$ cat config.mk
export PLATFORM = sky130hd
export DESIGN_NAME = evt_irq_ctrl
export DESIGN_NICKNAME = d
export VERILOG_FILES = /design/src/rtl/evt_irq_pkg.sv /design/src/rtl/evt_flag_bank.sv /design/src/rtl/evt_mask_reg.sv /design/src/rtl/evt_req_gen.sv /design/src/rtl/evt_irq_ctrl.sv
export SDC_FILE = /design/constraint.sdc
export NUM_CORES = 1
export LEC_CHECK = 0
export BUFFER_PORTS_ARGS = -buffer_cell sky130_fd_sc_hd__buf_2
export CAP_MARGIN = 40
export CORE_AREA = 2 2 39 41
export DETAILED_ROUTE_END_ITERATION = 6
export DIE_AREA = 0 0 41 43
export PLACE_DENSITY = 0.65
export SLEW_MARGIN = 30
export SYNTH_ARGS = -nofsm -noshare
export SYNTH_HDL_FRONTEND = slang
export SYNTH_SLANG_ARGS = --single-unit
export TNS_END_PERCENT = 1
$ cat constraint.sdc
create_clock -name clk -period 2.6 [get_ports clk]
set_input_delay 0.39 -clock clk [delete_from_list [all_inputs] [get_ports clk]]
set_output_delay 0.39 -clock clk [all_outputs]
set_load 0.1 [all_outputs]
$ cat src/rtl/evt_irq_pkg.sv
// Package: shared source indices and sizes for the interrupt event collector.
// Assumes: source order is fixed, because software decodes these bit positions.
package evt_irq_pkg;
    localparam int SRC_TMR_A  = 0;
    localparam int SRC_TMR_B  = 1;
    localparam int SRC_ALARM  = 2;
    localparam int SRC_SERIAL = 3;
    localparam int SRC_FLAG   = 4;
    localparam int NUM_SRC    = 5;
    localparam int REG_W      = 8;
endpackage

$ cat src/rtl/evt_flag_bank.sv
// Module: sticky flag bank. Each flag is set by its event pulse and cleared by
// a read strobe; an event has priority over the clear in the same cycle.
// Assumes: event pulses are synchronous to clk.
module evt_flag_bank #(
    parameter int N = 5
) (
    input  logic         clk,
    input  logic         rst_n,
    input  logic [N-1:0] evt_i,
    input  logic         clr_i,
    output logic [N-1:0] flags_o
);
    logic [N-1:0] flags_q;

    for (genvar k = 0; k < N; k++) begin : g_flag
        // Set on event, clear on read, otherwise hold.
        always_ff @(posedge clk) begin
            if (!rst_n)        flags_q[k] <= 1'b0;
            else if (evt_i[k]) flags_q[k] <= 1'b1;
            else if (clr_i)    flags_q[k] <= 1'b0;
        end
    end

    assign flags_o = flags_q;


    clear_on_read_chk: assert property (@(posedge clk) disable iff (!rst_n)
        clr_i |=> ((flags_q & ~$past(evt_i)) == '0));

    evt_survives_read_chk: assert property (@(posedge clk) disable iff (!rst_n)
        (|evt_i) |=> ((flags_q & $past(evt_i)) == $past(evt_i)));

    sticky_flag_chk: assert property (@(posedge clk) disable iff (!rst_n)
        !clr_i |=> ((flags_q & $past(flags_q)) == $past(flags_q)));
endmodule

$ cat src/rtl/evt_mask_reg.sv
// Module: enable mask with set/clear write. The top data bit picks set or
// clear. The low N data bits select which mask bits are affected.
// Assumes: N is less than DW, so the selector bit is distinct from the selects.
module evt_mask_reg #(
    parameter int N  = 5,
    parameter int DW = 8
) (
    input  logic          clk,
    input  logic          rst_n,
    input  logic          wr_i,
    input  logic [DW-1:0] data_i,
    output logic [N-1:0]  mask_o
);
    logic [N-1:0] mask_q;
    logic [N-1:0] sel;
    logic         set_mode;

    // Split write data into selector and affected bits.
    always_comb begin
        set_mode = data_i[DW-1];
        sel      = data_i[N-1:0];
    end

    // Apply the set or the clear to the selected bits on a write.
    always_ff @(posedge clk) begin
        if (!rst_n)        mask_q <= '0;
        else if (wr_i) begin
            if (set_mode)  mask_q <= mask_q | sel;
            else           mask_q <= mask_q & ~sel;
        end
    end

    assign mask_o = mask_q;


    mask_set_chk: assert property (@(posedge clk) disable iff (!rst_n)
        (wr_i && data_i[DW-1]) |=> ((mask_q & $past(data_i[N-1:0])) == $past(data_i[N-1:0])));

    mask_clear_chk: assert property (@(posedge clk) disable iff (!rst_n)
        (wr_i && !data_i[DW-1]) |=> ((mask_q & $past(data_i[N-1:0])) == '0));

    mask_keep_chk: assert property (@(posedge clk) disable iff (!rst_n)
        wr_i |=> ((mask_q & ~$past(data_i[N-1:0])) == ($past(mask_q) & ~$past(data_i[N-1:0]))));
endmodule

$ cat src/rtl/evt_req_gen.sv
// Module: builds the status read view with its summary bit and registers the
// interrupt request from the same condition.
// Assumes: flags and mask come straight from registers.
module evt_req_gen #(
    parameter int N  = 5,
    parameter int DW = 8
) (
    input  logic          clk,
    input  logic          rst_n,
    input  logic [N-1:0]  flags_i,
    input  logic [N-1:0]  mask_i,
    output logic [DW-1:0] rd_data_o,
    output logic          irq_o
);
    logic any_en;
    logic irq_q;

    // Summary condition and read view, unused middle bits at zero.
    always_comb begin
        any_en              = |(flags_i & mask_i);
        rd_data_o           = '0;
        rd_data_o[N-1:0]    = flags_i;
        rd_data_o[DW-1]     = any_en;
    end

    // Register the request one cycle behind the summary condition.
    always_ff @(posedge clk) begin
        if (!rst_n) irq_q <= 1'b0;
        else        irq_q <= any_en;
    end

    assign irq_o = irq_q;


    irq_follows_chk: assert property (@(posedge clk) disable iff (!rst_n)
        1'b1 |=> (irq_q == $past(|(flags_i & mask_i))));
endmodule

$ cat src/rtl/evt_irq_ctrl.sv
// Module: top of the interrupt event collector. Wires the flag bank, the mask
// register and the request generator to the register strobes.
// Assumes: the address decoder supplies one-cycle mask_wr_i and stat_rd_i strobes.
module evt_irq_ctrl
    import evt_irq_pkg::*;
#(
    parameter int N  = NUM_SRC,
    parameter int DW = REG_W
) (
    input  logic          clk,
    input  logic          rst_n,
    input  logic [N-1:0]  evt_i,
    input  logic          mask_wr_i,
    input  logic          stat_rd_i,
    input  logic [DW-1:0] wr_data_i,
    output logic [DW-1:0] rd_data_o,
    output logic          irq_o
);
    logic [N-1:0] flags;
    logic [N-1:0] mask;

    evt_flag_bank #(.N(N)) u_flags (
        .clk     (clk),
        .rst_n   (rst_n),
        .evt_i   (evt_i),
        .clr_i   (stat_rd_i),
        .flags_o (flags)
    );

    evt_mask_reg #(.N(N), .DW(DW)) u_mask (
        .clk    (clk),
        .rst_n  (rst_n),
        .wr_i   (mask_wr_i),
        .data_i (wr_data_i),
        .mask_o (mask)
    );

    evt_req_gen #(.N(N), .DW(DW)) u_req (
        .clk       (clk),
        .rst_n     (rst_n),
        .flags_i   (flags),
        .mask_i    (mask),
        .rd_data_o (rd_data_o),
        .irq_o     (irq_o)
    );


    reset_quiet_chk: assert property (@(posedge clk)
        !rst_n |=> (rd_data_o == '0 && !irq_o));

    summary_bit_chk: assert property (@(posedge clk) disable iff (!rst_n)
        rd_data_o[DW-1] == |(rd_data_o[N-1:0] & mask));
endmodule

==> flow_metrics.tcl <==
set metrics [dict create \
    report.final.slew_viol_count 0 \
    p_sw_share_pct 34.7 \
    min_path_type "input pin to register" \
    gp_congestion 0.673 \
    cts.sinks 11 \
    antenna_cells 0 \
    grt_max_degree 11 \
    drive_gt1_share_pct 42.6 \
    fin_worst_skew_ns 0.00327 \
    power_switching_uw 138 \
    yosysTopAreaCellShare_pct 48.2 \
    numCtsBuffers 3 \
    critPathRequiredTime_ns 2.21 \
    p_comb_share_pct 26.2 \
    die_w_um 41 \
    clkPwrFrac_pct 28.0 \
    critPathCaptureType "output pin" \
    synth_area_leaders "dfxtp_1 48%, a21bo_2 11%, o21a_1 8.2%" \
    synthDistinctLibCells 13 \
    wl_per_cell_um 9.81 \
    ys.warnings.count 0 \
    hold_path_end "u_flags.flags_o[2]$_SDFFE_PN0P_" \
    setup_tns_ns 0 \
    intPower_uw 261 \
    holdBufCountCts 0 \
    dr.pass1.iters 4 \
    vdd_drop_max_uv 294 \
    grt_setup_unrepaired "false" \
    syn_inst 46 \
    setup_violations 0 \
    regToRegSetupSlack_ns 1.65 \
    clkTransAtPathRegs_ns 0.07 \
    worstSkewPairLatency_ns 0.26 \
    die-area_um2 1760 \
    rows 14 \
    viasPerCell 4.55 \
    drv_cap 0 \
    r2r_start "u_flags.flags_o[3]$_SDFFE_PN0P_" \
    hold_depth 2 \
    power_uw 399 \
    cts_resized 0 \
    io_buffers 21 \
    cts-root-buf "clkbuf_4" \
    syn_area_um2 457 \
    grt_pass1_vias 345 \
    nNetsFinal 86 \
    post-dp-hpwl_um 654 \
    remaining_drc_errors 0 \
    p_leak_nw 0.271 \
    core-area_um2 1380 \
    die_h_um 43 \
    area_growth_pct 26.6 \
    start_util_pct 33.0 \
    cts_tree "yes" \
    initialDrtViolationCount 14 \
    max_clock_freq_ghz 0.570 \
    ys_seq_area_share_pct 48.2 \
    grt-ovfl-total 0 \
    io_pins 26 \
    ant_nets 0 \
    num_vias 382 \
    avgSynthCellArea_um2 9.93 \
    cts_max_level 1 \
    reg2reg_depth 2 \
    r2r_end "u_req.irq_o$_SDFF_PN0_" \
    finalCritPeriodShare_pct 67.5 \
    p_seq_share_pct 45.9 \
    wl_um 824 \
    clock_path_buffers 2 \
    status "completed" \
    stdcell_area_um2 578 \
    post_cts_buffers 0 \
    worstPathArrival_ns 1.36 \
    ys_ff_latch 11 \
    yosys.area.top_type "dfxtp_1" \
    grt_pass1_wl_um 1350 \
    power.density_nw_per_um2 690 \
    hold_path_startpoint "evt_i[2]" \
    antenna_found_initial 0 \
    period_minus_slack_ns 1.75 \
    hold_violations 0 \
    grt_util_all_layers_pct 11.4 \
    crit_type "register to output pin" \
    cp_max_fo 3 \
    startpoint_type "register" \
    placed_cell_area_um2 552 \
]
synth_stat cells:
master	instances
nand3_1	5
buf_6	1
a222oi_1	1
a21oi_1	6
nor2b_1	5
inv_1	1
a21bo_2	5
a22oi_1	1
dfxtp_1	11
buf_4	3
nand2_1	1
conb_1	1
o21a_1	5
area by class of cell:
cell class / count / area [um^2]
sequential: 11 / 220
clock buffer: 4 / 26.3
fill: 160 / 806
timing repair buffer: 21 / 105
inverter: 1 / 3.75
tap: 16 / 20.0
multi-input combinational: 31 / 203
metal layers:
layer  up-vias  global-route usage (%)  share of wire, %  wire length [um]
met3         2                    3.14               8.0                66
met5         -                       0                 0                 0
li1        205                       -                 -                 -
met1       160                    15.7                49               403
met2        15                    14.7                42               348
met4         0                    8.00              0.73                 6
kinds of logic after synthesis:
family	synth area share [%]
flip-flops	48.2
AO/OA/AOI/OAI	29.6
buffers and inverters	8.22
other	0.821
AND/OR/NAND/NOR	13.1
critical path: stages, from the launching register on:
cell      delay, ns
dfxtp_1        0.32
a222oi_1       0.40
nand2_1        0.08
buf_2          0.30
per-stage QoR:
step / hold slack (ns) / util (%) / setup WS, ns / std cells
floorplan: 0.508 / - / 0.595 / 47
global placement: 0.568 / 39.9 / 1.10 / 80
detailed placement: 0.562 / 39.9 / 1.10 / 80
CTS: 0.323 / 41.8 / 0.805 / 84
global route: 0.327 / 41.8 / 0.749 / 84
finish: 0.332 / 41.8 / 0.846 / 84
power by group through the flow:
stage          clock [mW]  sequential [mW]  combinational [mW]
3_3_place_gp            0            0.187               0.105
6_report            0.112            0.183               0.104
5_1_grt             0.125            0.184               0.111
3_5_place_dp            0            0.187               0.105
4_1_cts             0.116            0.183               0.105
2_1_floorplan           0            0.228              0.0459
cell usage in the layout, fill, tap and decap left out:
| cell | instances |
|---|---|
| a21bo_2 | 5 |
| a21oi_1 | 6 |
| a222oi_1 | 1 |
| a22oi_1 | 1 |
| buf_2 | 21 |
| clkbuf_1 | 1 |
| clkbuf_4 | 3 |
| conb_1 | 2 |
| dfxtp_1 | 11 |
| inv_1 | 1 |
| nand2_1 | 1 |
| nand3_1 | 5 |
| nor2b_1 | 5 |
| o21a_1 | 5 |
how the worst max path moves through the flow:
stage | start | end | cells past startpoint
4_1_cts | u_flags.flags_o[3]$_SDFFE_PN0P_ | rd_data_o[7] | 3
3_3_place_gp | u_flags.flags_o[3]$_SDFFE_PN0P_ | rd_data_o[7] | 3
6_report | u_flags.flags_o[3]$_SDFFE_PN0P_ | rd_data_o[7] | 3
3_5_place_dp | u_flags.flags_o[3]$_SDFFE_PN0P_ | rd_data_o[7] | 3
5_1_grt | u_flags.flags_o[3]$_SDFFE_PN0P_ | rd_data_o[7] | 3
2_1_floorplan | u_flags.flags_o[3]$_SDFFE_PN0P_ | rd_data_o[7] | 3
Note: power is estimated with default switching activity, not from simulation.
